**src/rtl/csr_sig_pkg.sv**
```systemverilog
package csr_sig_pkg;
  localparam int NUM_CPU  = 4;
  localparam int DATA_W   = 64;
  localparam int CPU_ID_W = $clog2(NUM_CPU);
  // field bases inside the register word
  localparam int TMR_LSB  = 4;
  localparam int PEND_LSB = TMR_LSB + NUM_CPU;
  localparam int REQ_LSB  = PEND_LSB + NUM_CPU;
  localparam int ACK_BIT  = 28;

  typedef logic [NUM_CPU-1:0] cpuMask_t;

  typedef struct packed {
    cpuMask_t postMask;
    cpuMask_t clrMask;
    cpuMask_t tmrClrMask;
    logic     tick;
    logic     badWrite;
  } sigStrobe_t;
endpackage

```
**src/rtl/sig_ctrl.sv**
```systemverilog
module sig_ctrl
  import csr_sig_pkg::*;
(
  input  logic                wrEn,
  input  logic [DATA_W-1:0]   wrData,
  input  logic [CPU_ID_W-1:0] wrCpu,
  input  logic                timerTick,
  output sigStrobe_t          strobe
);
  cpuMask_t reqField, clrField, tmrField;
  logic     ackField, anyField;
  logic     unusedBits;

  assign reqField = wrData[REQ_LSB +: NUM_CPU];
  assign clrField = wrData[PEND_LSB +: NUM_CPU];
  assign tmrField = wrData[TMR_LSB +: NUM_CPU];
  assign ackField = wrData[ACK_BIT];
  assign anyField = (|reqField) | (|clrField) | (|tmrField) | ackField;

  // bits outside the decoded fields and the writer id do not affect state
  assign unusedBits = ^{wrData[DATA_W-1:ACK_BIT+1], wrData[ACK_BIT-1:REQ_LSB+NUM_CPU],
                        wrData[TMR_LSB-1:0], wrCpu};

  always_comb begin
    strobe            = '0;
    strobe.tick       = timerTick;
    if (wrEn) begin
      strobe.badWrite = ~anyField;
      if (anyField) begin
        strobe.postMask   = reqField;
        strobe.clrMask    = clrField;
        strobe.tmrClrMask = tmrField;
      end
    end
  end
endmodule

```
**src/rtl/sig_dpath.sv**
```systemverilog
module sig_dpath
  import csr_sig_pkg::*;
(
  input  logic                clk,
  input  logic                rstN,
  input  sigStrobe_t          strobe,
  input  logic [CPU_ID_W-1:0] rdCpu,
  output logic [DATA_W-1:0]   rdData,
  output cpuMask_t            ipiIrq,
  output cpuMask_t            timerIrq,
  output logic                wrErr
);
  cpuMask_t pendQ, tmrQ;

  for (genvar n = 0; n < NUM_CPU; n++) begin : g_cpu
    logic pendNext, tmrNext;
    always_comb begin
      // post first, then clear
      pendNext = pendQ[n] | strobe.postMask[n];
      if (strobe.clrMask[n]) pendNext = 1'b0;
      // software clear first, then the tick
      tmrNext = tmrQ[n] & ~strobe.tmrClrMask[n];
      if (strobe.tick) tmrNext = 1'b1;
    end
    always_ff @(posedge clk or negedge rstN) begin
      if (!rstN) begin
        pendQ[n] <= 1'b0;
        tmrQ[n]  <= 1'b0;
      end else begin
        pendQ[n] <= pendNext;
        tmrQ[n]  <= tmrNext;
      end
    end
  end

  always_ff @(posedge clk or negedge rstN) begin
    if (!rstN) wrErr <= 1'b0;
    else       wrErr <= strobe.badWrite;
  end

  always_comb begin
    rdData                        = '0;
    rdData[CPU_ID_W-1:0]          = rdCpu;
    rdData[TMR_LSB  +: NUM_CPU]   = tmrQ;
    rdData[PEND_LSB +: NUM_CPU]   = pendQ;
  end

  assign ipiIrq   = pendQ;
  assign timerIrq = tmrQ;
endmodule

```
**src/rtl/cpu_signal_reg.sv**
```systemverilog
module cpu_signal_reg
  import csr_sig_pkg::*;
(
  input  logic                clk,
  input  logic                rstN,
  input  logic                wrEn,
  input  logic [DATA_W-1:0]   wrData,
  input  logic [CPU_ID_W-1:0] wrCpu,
  input  logic                timerTick,
  input  logic [CPU_ID_W-1:0] rdCpu,
  output logic [DATA_W-1:0]   rdData,
  output logic [NUM_CPU-1:0]  ipiIrq,
  output logic [NUM_CPU-1:0]  timerIrq,
  output logic                wrErr
);
  sigStrobe_t strobe;

  sig_ctrl u_ctrl (
    .wrEn(wrEn), .wrData(wrData), .wrCpu(wrCpu),
    .timerTick(timerTick), .strobe(strobe)
  );

  sig_dpath u_dpath (
    .clk(clk), .rstN(rstN), .strobe(strobe), .rdCpu(rdCpu),
    .rdData(rdData), .ipiIrq(ipiIrq), .timerIrq(timerIrq), .wrErr(wrErr)
  );
endmodule

```
**config.mk**
```make
export PLATFORM = sky130hd
export DESIGN_NAME = cpu_signal_reg
export DESIGN_NICKNAME = d
export VERILOG_FILES = /design/src/rtl/csr_sig_pkg.sv /design/src/rtl/sig_ctrl.sv /design/src/rtl/sig_dpath.sv /design/src/rtl/cpu_signal_reg.sv
export SDC_FILE = /design/constraint.sdc
export NUM_CORES = 1
export LEC_CHECK = 0
export ABC_AREA = 1
export BUFFER_PORTS_ARGS = -buffer_cell sky130_fd_sc_hd__clkbuf_2
export CELL_PAD_IN_SITES_DETAIL_PLACEMENT = 0
export CELL_PAD_IN_SITES_GLOBAL_PLACEMENT = 1
export CORE_MARGIN = 10
export CORE_UTILIZATION = 17
export DETAILED_ROUTE_END_ITERATION = 7
export PLACE_DENSITY_LB_ADDON = 0.05
export SLEW_MARGIN = 20
export SYNTH_ARGS = -nofsm -noshare
export SYNTH_HDL_FRONTEND = slang
export SYNTH_SLANG_ARGS = --single-unit
```
**constraint.sdc**
```tcl
create_clock -name clk -period 1.8 [get_ports clk]
set_input_delay 0.36 -clock clk [delete_from_list [all_inputs] [get_ports clk]]
set_output_delay 0.36 -clock clk [all_outputs]
set_load 0.02 [all_outputs]
```
==> results of run 1 <==
[cells in the final DEF (no fill, tap or decap)]
cell | netlist | final
clkbuf_8 | 0 | 3
inv_1 | 9 | 9
o21bai_1 | 3 | 3
clkbuf_1 | 0 | 1
dfrtp_1 | 9 | 9
a21o_1 | 1 | 1
clkbuf_2 | 0 | 33
a21oi_1 | 4 | 4
nand2_1 | 17 | 17
conb_1 | 1 | 54
dlygate4sd3_1 | 0 | 1
nor2_1 | 8 | 8
[per-layer routing]
metal  up-vias  track usage  wire, um
met1       251       0.0455       818
li1        282            -         -
met3         0       0.0291       287
met4         0       0.0154         0
met5         -            0         0
met2        41        0.102      1330
[flip-flops by register name (all words and copies together), names as in the netlist]
name,cells
u_dpath.ipiIrq,4
u_dpath.rdData,4
u_dpath.wrErr,1
[kinds of logic after synthesis]
logic type	Yosys count
simple gates	25
buf+inv	74
flops	9
compound gates	8
other cells	1
[worst paths after layout]
path,start,to,cells past startpoint
min in group asynchronous,rstN,u_dpath.ipiIrq[3],2
min,timerTick,u_dpath.rdData[6],3
min reg2reg,u_dpath.rdData[4],u_dpath.rdData[4],2
max reg2reg,u_dpath.ipiIrq[3],u_dpath.ipiIrq[3],3
max,u_dpath.rdData[7],timerIrq[3],1
max in group asynchronous,rstN,u_dpath.rdData[4],2
[what timing repair did]
| item | in CTS | in global routing |
|---|---|---|
| hold buffers | 1 | 0 |
| setup endpoints to repair | 0 | 0 |
| resized for setup | 0 | 0 |
| endpoints found under the hold margin | 9 | 0 |
[stage by stage]
step / util / std cells
floorplan: - / 170
global placement: 0.168 / 208
detailed placement: 0.168 / 208
CTS: 0.179 / 213
global route: 0.179 / 213
finish: 0.179 / 213
[area by class of cell]
| type | instances | area [um^2] |
|---|---|---|
| Fill cell | 632 | 4190 |
| Sequential cell | 9 | 225 |
| Timing Repair Buffer | 34 | 175 |
| Multi-Input combinational cell | 87 | 347 |
| Tap cell | 70 | 87.6 |
| Inverter | 9 | 33.8 |
| Clock buffer | 4 | 45.0 |
[power by group]
part / leakage, uW / total [uW] / internal, uW / switching (uW)
clock network: 0.0000228 / 233 / 154 / 78.8
registers: 0.000102 / 232 / 219 / 12.4
logic: 0.000441 / 245 / 50.8 / 194
total: 0.000566 / 710 / 425 / 285
==> qor.csv, run 1 <==
stage,metric,value,unit
outcome,outcome,"finished, final reports clean",
clock_tree,H-tree levels,1,
clock_tree,CTS Sinks,9,
logic_synthesis,main combinational cell family by area after synthesis,buffers and inverters,
clock_tree,CTS Buf Count,3,
global_route,total track usage,0.0528,
timing,Pins Over Slew Limit,0,
worst_hold_path,Worst Hold Class,input port to flip-flop,
logic_synthesis,"count leader, synth",buf_4,
final_layout,n_diodes,0,
final_layout,Area Growth Syn to Fin,1.67,%
floorplanning,die span in x,92.7,um
final_layout,Post-layout nets,216,
logic_synthesis,main flop type after synthesis,dfrtp_1,
logic_synthesis,mux share of post-synthesis cell area,0,
job,# Max-Cap Violations,0,
floorplanning,Die Area,8590,um^2
power,pwr dens,777,nW/um^2
clock_tree,Clk Tree Root Cell,clkbuf_8,
logic_synthesis,"Cell Area, Synth",898,um^2
critical_path,crit path buf inv count,1,
power,maximum vdd drop,0.152,mV
logic_synthesis,Post-Synthesis Cells,117,
logic_synthesis,Post-Synth Simple-Gate Area,0.104,
floorplanning,I/O Pins,145,
logic_synthesis,synth unique cells,10,
critical_path,Worst path max stage delay,0.39,ns
placed_design,"Cell Area, Placed",858,um^2
route,first drt pass iteration count,4,
global_route,vias in the first global route,689,
final_layout,share of layout cells above drive strength 1,0.252,
critical_path,Critical Path Start Type,flip-flop,
global_route,pin count of the biggest net entering global routing,11,
critical_path,reg-to-reg setup timing slack,1.01,ns
route,DR iter-0 viols,15,
global_route,initial antenna violation count,0,
logic_synthesis,async set-reset flop share out of synthesis,1.00,
timing,final hold violation count,0,
final_layout,Final Instance Area,913,um^2
power,overall power,710,uW
route,routed len/inst,11.4,um
placed_design,Setup Slack @ Placement,0.712,ns
timing,final worst slack,0.644,ns
route,post-route ant nets,0,
critical_path,CP max-delay cell,dfrtp_1,
timing,final setup vio count,0,
critical_path,CP Capture Type,primary output,
timing,fin crit share,0.642,
logic_synthesis,adder-cell share of the synthesized area,0,
logic_synthesis,Yosys warning count,0,
clock_tree,clk_lat worst skew,0.23,ns
logic_synthesis,Post-synth EDFFs,0,
clock_tree,Post-CTS Setup Inserts,0,
critical_path,CP Class,flip-flop to primary output,
critical_path,CP Cell Sequence,clkbuf_2,
critical_path,Top Family by Delay on Critical Path,flip-flops,
logic_synthesis,post-synthesis compound-gate area fraction,0.0557,
clock_tree,clk slew on worst S/H paths,0.05,ns
logic_synthesis,"top cells by area, synth","buf_4 (53%), dfrtp_1 (25%), nand2_1 (7.1%)",
critical_path,required time worst endpoint,1.44,ns
route,Avg Vias per Cell,2.69,
timing,worst hold slack,0.372,ns
global_route,grt total ovfl,0,
timing,fin crit period,1.16,ns
floorplanning,Initial Util,0.176,
timing,maximum clock rate,865,MHz
route,DR vias,574,
placed_design,post-DP HPWL,2210,um
route,WL final,2430,um
timing,Clock Skews,0,ns
floorplanning,# rows,26,
timing,RSZ-0062 raised after global routing,no,
logic_synthesis,top cell type's share of synthesized area,0.535,
logic_synthesis,most frequent cells after synthesis,"buf_4 (64), nand2_1 (17), dfrtp_1 (9), inv_1 (9), nor2_1 (8)",
placed_design,Port Buffers,33,
logic_synthesis,syn_area_per_cell,7.68,um^2
critical_path,crit path max fanout,3,
route,DRC viols,0,
clock_tree,clk buf depth,2,
clock_tree,TritonCTS clock tree,built,
logic_synthesis,"Seq/Total Area, Yosys",0.251,
floorplanning,core footprint,5110,um^2
placed_design,GPL Wtd Cong,0.694,
logic_synthesis,leading area contributor after synthesis,buf_4,
global_route,first-pass GRT wire length,3590,um
floorplanning,DIE HEIGHT,92.7,um
logic_synthesis,"FF+latch count, synth",9,
power,Leak,0.000566,uW
timing,Sum Neg Setup Slack,0,ns
critical_path,CP Data Arrival Time,0.80,ns
logic_synthesis,XOR/XNOR Fraction of Synth Area,0,
No activity file was read; power rests on OpenSTA's default activity.
==> run 2: changes to the inputs <==
--- a/config.mk
+++ b/config.mk
@@ -10,7 +10,7 @@
 export CELL_PAD_IN_SITES_DETAIL_PLACEMENT = 0
 export CELL_PAD_IN_SITES_GLOBAL_PLACEMENT = 1
 export CORE_MARGIN = 10
-export CORE_UTILIZATION = 17
+export CORE_UTILIZATION = 15
 export DETAILED_ROUTE_END_ITERATION = 7
 export PLACE_DENSITY_LB_ADDON = 0.05
 export SLEW_MARGIN = 20
==> constraint.sdc (replaced) <==
create_clock -name clk -period 1 [get_ports clk]
set_input_delay 0.2 -clock clk [delete_from_list [all_inputs] [get_ports clk]]
set_output_delay 0.2 -clock clk [all_outputs]
set_load 0.02 [all_outputs]
==> qor.csv, run 2 (synthesis gave the netlist of run 1 again) <==
stage,metric,value,unit,change
global_route,initial antenna violation count,0,,unchanged
route,DR vias,599,,was 574
power,Int Pwr,838,uW,was 425 uW
route,first drt pass iteration count,4,,unchanged
route,WL final,2560,um,was 2430 um
placed_design,"Cell Area, Placed",865,um^2,was 858 um^2
floorplanning,Initial Util,0.154,,was 0.176
timing,worst hold slack,0.213,ns,was 0.372 ns
clock_tree,CTS Buf Count,3,,unchanged
final_layout,"most common cell after layout, fill and taps aside",conb_1,,unchanged
global_route,vias in the first global route,742,,was 689
power,Clock power frac,0.313,,was 0.329
clock_tree,TritonCTS clock tree,built,,unchanged
critical_path,CP max-delay cell,dfrtp_1,,unchanged
timing,final setup vio count,2,,was 0
worst_hold_path,Worst Hold Class,input port to flip-flop,,unchanged
clock_tree,H-tree levels,1,,unchanged
final_layout,multi-input logic area,347,um^2,unchanged
critical_path,crit path max fanout,3,,unchanged
clock_tree,Clk Tree Root Cell,clkbuf_8,,unchanged
critical_path,CP Data Arrival Time,0.81,ns,was 0.80 ns
floorplanning,I/O Pins,145,,unchanged
floorplanning,core footprint,5850,um^2,was 5110 um^2
clock_tree,clk buf depth,2,,unchanged
route,routed len/inst,11.6,um,was 11.4 um
power,maximum vdd drop,0.239,mV,was 0.152 mV
global_route,first-pass GRT wire length,3930,um,was 3590 um
critical_path,CP Cell Sequence,buf_4,,was clkbuf_2
critical_path,Critical Path Start Type,flip-flop,,unchanged
critical_path,Worst path max stage delay,0.41,ns,was 0.39 ns
critical_path,worst setup path start,u_dpath.ipiIrq[1],,was u_dpath.rdData[7]
final_layout,share of layout cells above drive strength 1,0.262,,was 0.252
floorplanning,# rows,28,,was 26
worst_hold_path,worst min-delay path startpoint,timerTick,,unchanged
placed_design,Setup Slack @ Placement,0.0701,ns,was 0.712 ns
power,Gate power share,0.375,,was 0.345
global_route,grt total ovfl,0,,unchanged
placed_design,post-DP HPWL,2300,um,was 2210 um
clock_tree,clk slew on worst S/H paths,0.05,ns,about the same
outcome,outcome,finished with violations,,"was finished, final reports clean"
timing,fin crit period,1.01,ns,
final_layout,Post-layout nets,218,,was 216
placed_design,Port Buffers,33,,unchanged
power,net switching power,536,uW,was 285 uW
critical_path,required time worst endpoint,0.80,ns,was 1.44 ns
final_layout,Reg area,225,um^2,unchanged
route,DR iter-0 viols,25,,was 15
timing,final hold violation count,0,,unchanged
critical_path,crit path buf inv count,1,,unchanged
power,Leak,0.000607,uW,was 0.000566 uW
critical_path,Top Family by Delay on Critical Path,flip-flops,,unchanged
critical_path,worst r2r src,u_dpath.ipiIrq[3],,unchanged
route,Avg Vias per Cell,2.72,,was 2.69
critical_path,CP Class,flip-flop to primary output,,unchanged
placed_design,GPL Wtd Cong,0.646,,was 0.694
floorplanning,DIE HEIGHT,97.4,um,was 92.7 um
timing,fin crit share,1.01,,
final_layout,Area Growth Syn to Fin,14.9,%,was 1.67%
route,post-route ant nets,0,,unchanged
timing,final worst slack,-0.0113,ns,was 0.644 ns
power,pwr dens,1330,nW/um^2,was 777 nW/um^2
floorplanning,Die Area,9480,um^2,was 8590 um^2
power,sequential share of power,0.312,,was 0.327
outcome,violated checks,negative setup slack,,
floorplanning,die span in x,97.4,um,was 92.7 um
final_layout,Final Instance Area,1030,um^2,was 913 um^2
clock_tree,CTS Sinks,9,,unchanged
final_layout,n_diodes,0,,unchanged
global_route,total track usage,0.0527,,was 0.0528
timing,Pins Over Slew Limit,0,,unchanged
timing,Clock Skews,0,ns,unchanged
final_layout,most frequent cells in the layout,"conb_1 (54), nand2_1 (17), clkbuf_2 (17)",,"was conb_1 (54), clkbuf_2 (33), nand2_1 (17)"
final_layout,fill cell count,681,,was 632
global_route,pin count of the biggest net entering global routing,11,,unchanged
clock_tree,clk_lat worst skew,0.23,ns,about the same
power,Sw Ratio,0.390,,was 0.402
route,DRC viols,0,,unchanged
critical_path,CP Capture Type,primary output,,unchanged
timing,RSZ-0062 raised after global routing,yes,,was no
timing,maximum clock rate,989,MHz,
job,# Max-Cap Violations,0,,unchanged
[run 2: cell types whose count changed in the layout (fill, tap and decap cells not counted)]
cell      before  now
clkbuf_8       3    5
clkbuf_2      33   17
buf_6          0   12
buf_4          0    4
[run 2: stage by stage]
| step | utilization | cells | total power (uW) | setup TNS, ns |
|---|---|---|---|---|
| floorplan | - | 170 | 949 | 0 |
| global placement | 0.148 | 213 | 860 | 0 |
| detailed placement | 0.148 | 213 | 860 | 0 |
| CTS | 0.163 | 220 | 1340 | -0.136 |
| global route | 0.176 | 220 | 1470 | -0.395 |
| finish | 0.176 | 220 | 1370 | -0.0114 |
[run 2: layout make-up]
| type | count | share of cell area |
|---|---|---|
| Multi-Input combinational cell | 87 | 0.336 |
| Inverter | 9 | 0.0327 |
| Sequential cell | 9 | 0.218 |
| Timing Repair Buffer | 36 | 0.279 |
| Tap cell | 75 | 0.0909 |
| Clock buffer | 4 | 0.0436 |
[run 2: final timing paths]
path / to / slack [ns] / cells past startpoint
max: ipiIrq[1] / -0.01 / 1
min in group asynchronous: u_dpath.ipiIrq[2] / 0.37 / 2
min reg2reg: u_dpath.rdData[7] / 0.55 / 2
max in group asynchronous: u_dpath.rdData[6] / 0.43 / 2
min: u_dpath.rdData[5] / 0.21 / 3
max reg2reg: u_dpath.ipiIrq[3] / 0.09 / 4
[run 2: power groups by stage]
stage / logic, uW / clock network (uW) / registers [uW]
after floorplan: 492 / 0 / 457
after global placement: 435 / 0 / 425
after detailed placement: 433 / 0 / 427
after CTS: 459 / 458 / 421
after global routing: 566 / 466 / 435
final: 516 / 430 / 429
[run 2: routing by layer]
layer / part of all wire / GRT usage
met1: 0.33 / 0.0449
met2: 0.56 / 0.100
met5: 0 / 0
met3: 0.099 / 0.0228
met4: 0.011 / 0.0280
[run 2: what timing repair did]
action / 4_1_cts / 5_1_grt
endpoints found under the setup margin: 14 / 16
setup buffers: 2 / 0
hold endpoints to repair: 9 / 0
gates cloned: 0 / 0
resized for setup: 5 / 39
hold buffers: 1 / 0
==> run 3: changes to the inputs <==
--- a/config.mk
+++ b/config.mk
@@ -9,6 +9,7 @@
 export BUFFER_PORTS_ARGS = -buffer_cell sky130_fd_sc_hd__clkbuf_2
 export CELL_PAD_IN_SITES_DETAIL_PLACEMENT = 0
 export CELL_PAD_IN_SITES_GLOBAL_PLACEMENT = 1
+export CORE_ASPECT_RATIO = 1.2
 export CORE_MARGIN = 10
 export CORE_UTILIZATION = 15
 export DETAILED_ROUTE_END_ITERATION = 7
==> qor.csv, run 3 (synthesis gave the netlist of run 1 again) <==
stage,metric,value,unit,change
outcome,outcome,"finished, final reports clean",,was finished with violations
clock_tree,Clk Tree Root Cell,clkbuf_8,,unchanged
clock_tree,CTS Buf Count,3,,unchanged
final_layout,Area Growth Syn to Fin,10.0,%,was 14.9%
critical_path,CP max-delay cell,dfrtp_1,,unchanged
route,DR iter-0 viols,10,,was 25
clock_tree,H-tree levels,1,,unchanged
timing,maximum clock rate,1010,MHz,was 989 MHz
timing,fin crit period,0.989,ns,was 1.01 ns
route,DRC viols,0,,unchanged
critical_path,CP Capture Type,primary output,,unchanged
floorplanning,Die Area,9500,um^2,was 9480 um^2
clock_tree,clk slew on worst S/H paths,0.05,ns,about the same
job,# Max-Cap Violations,0,,unchanged
clock_tree,clk buf depth,2,,unchanged
final_layout,n_diodes,0,,unchanged
global_route,initial antenna violation count,0,,unchanged
clock_tree,clk_lat worst skew,0.23,ns,about the same
global_route,first-pass GRT wire length,3750,um,was 3930 um
power,Leak,0.000588,uW,was 0.000607 uW
critical_path,Critical Path Start Type,flip-flop,,unchanged
route,Avg Vias per Cell,2.68,,was 2.72
placed_design,GPL Wtd Cong,0.705,,was 0.646
floorplanning,die span in x,90.6,um,was 97.4 um
floorplanning,I/O Pins,145,,unchanged
placed_design,post-DP HPWL,2280,um,was 2300 um
timing,final hold violation count,0,,unchanged
critical_path,CP Cell Sequence,buf_6,,was buf_4
route,first drt pass iteration count,2,,was 4
final_layout,Final Instance Area,988,um^2,was 1030 um^2
placed_design,"Cell Area, Placed",871,um^2,was 865 um^2
global_route,vias in the first global route,689,,was 742
clock_tree,TritonCTS clock tree,built,,unchanged
critical_path,Worst path max stage delay,0.41,ns,about the same
floorplanning,Initial Util,0.156,,was 0.154
timing,fin crit share,0.989,,was 1.01
final_layout,"most common cell after layout, fill and taps aside",conb_1,,unchanged
global_route,total track usage,0.0505,,was 0.0527
placed_design,Port Buffers,33,,unchanged
route,WL final,2490,um,was 2560 um
route,post-route ant nets,0,,unchanged
critical_path,CP Class,flip-flop to primary output,,unchanged
clock_tree,CTS Sinks,9,,unchanged
critical_path,crit path buf inv count,1,,unchanged
global_route,grt total ovfl,0,,unchanged
timing,final setup vio count,0,,was 2
power,maximum vdd drop,0.242,mV,was 0.239 mV
critical_path,required time worst endpoint,0.80,ns,about the same
timing,Pins Over Slew Limit,0,,unchanged
critical_path,crit path max fanout,3,,unchanged
timing,RSZ-0062 raised after global routing,yes,,unchanged
worst_hold_path,Worst Hold Class,input port to flip-flop,,unchanged
global_route,pin count of the biggest net entering global routing,11,,unchanged
final_layout,most frequent cells in the layout,"conb_1 (54), nand2_1 (17), clkbuf_2 (17)",,unchanged
floorplanning,# rows,30,,was 28
power,pwr dens,1340,nW/um^2,was 1330 nW/um^2
timing,Clock Skews,0,ns,unchanged
floorplanning,DIE HEIGHT,105,um,was 97.4 um
final_layout,Post-layout nets,218,,unchanged
timing,worst hold slack,0.220,ns,was 0.213 ns
critical_path,Top Family by Delay on Critical Path,flip-flops,,unchanged
critical_path,CP Data Arrival Time,0.79,ns,was 0.81 ns
route,DR vias,603,,was 599
final_layout,share of layout cells above drive strength 1,0.262,,unchanged
route,routed len/inst,11.1,um,was 11.6 um
timing,Sum Neg Setup Slack,0,ns,was -0.0114 ns
power,overall power,1330,uW,was 1370 uW
floorplanning,core footprint,5740,um^2,was 5850 um^2
## run 3: cell count changes in the layout (fill, tap and decap cells not counted)
cell / previous run / this run
clkbuf_8: 5 / 3
buf_4: 4 / 6
buf_6: 12 / 6
buf_2: 0 / 6
## run 3: area by class of cell
| cell class | count | area (um^2) |
|---|---|---|
| sequential | 9 | 225 |
| tap | 80 | 100 |
| timing repair buffer | 36 | 238 |
| inverter | 9 | 33.8 |
| multi-input combinational | 87 | 347 |
| clock buffer | 4 | 45.0 |
| fill | 683 | 4750 |
## run 3: power breakdown
part | switching (uW) | internal, uW
Sequential | 25.8 | 395
Clock | 142 | 278
Combinational | 353 | 132
Total | 521 | 805
## run 3: metal layers
metal | GRT usage | wire length, um | vias up
met5 | 0 | 0 | -
met4 | 0.0171 | 16 | 0
met3 | 0.0236 | 291 | 4
met2 | 0.0899 | 1200 | 50
met1 | 0.0504 | 981 | 263
li1 | - | - | 286
## run 3: stage by stage
step | instances | setup slack (ns) | util
floorplan | 170 | 0.171 | -
global placement | 218 | 0.0993 | 0.152
detailed placement | 218 | 0.0890 | 0.152
CTS | 223 | -0.00569 | 0.161
global route | 225 | -0.0210 | 0.172
finish | 225 | 0.0108 | 0.172
## run 3: path summary, 6_finish.rpt
check | from | cells past startpoint | end | slack, ns
worst max-delay path | u_dpath.rdData[6] | 1 | rdData[6] | 0.01
worst min-delay path | timerTick | 3 | u_dpath.rdData[6] | 0.22
worst max register to register | u_dpath.ipiIrq[3] | 4 | u_dpath.ipiIrq[3] | 0.04
worst min register to register | u_dpath.rdData[5] | 2 | u_dpath.rdData[5] | 0.51
max in group asynchronous | rstN | 2 | u_dpath.rdData[4] | 0.42
min in group asynchronous | rstN | 2 | u_dpath.wrErr | 0.38
## run 3: timing repair
item                       in CTS  in global routing
resized for setup               0                 32
buffers inserted                0                  2
hold buffers                    1                  0
setup endpoints to repair       4                 16
hold endpoints to repair        9                  0
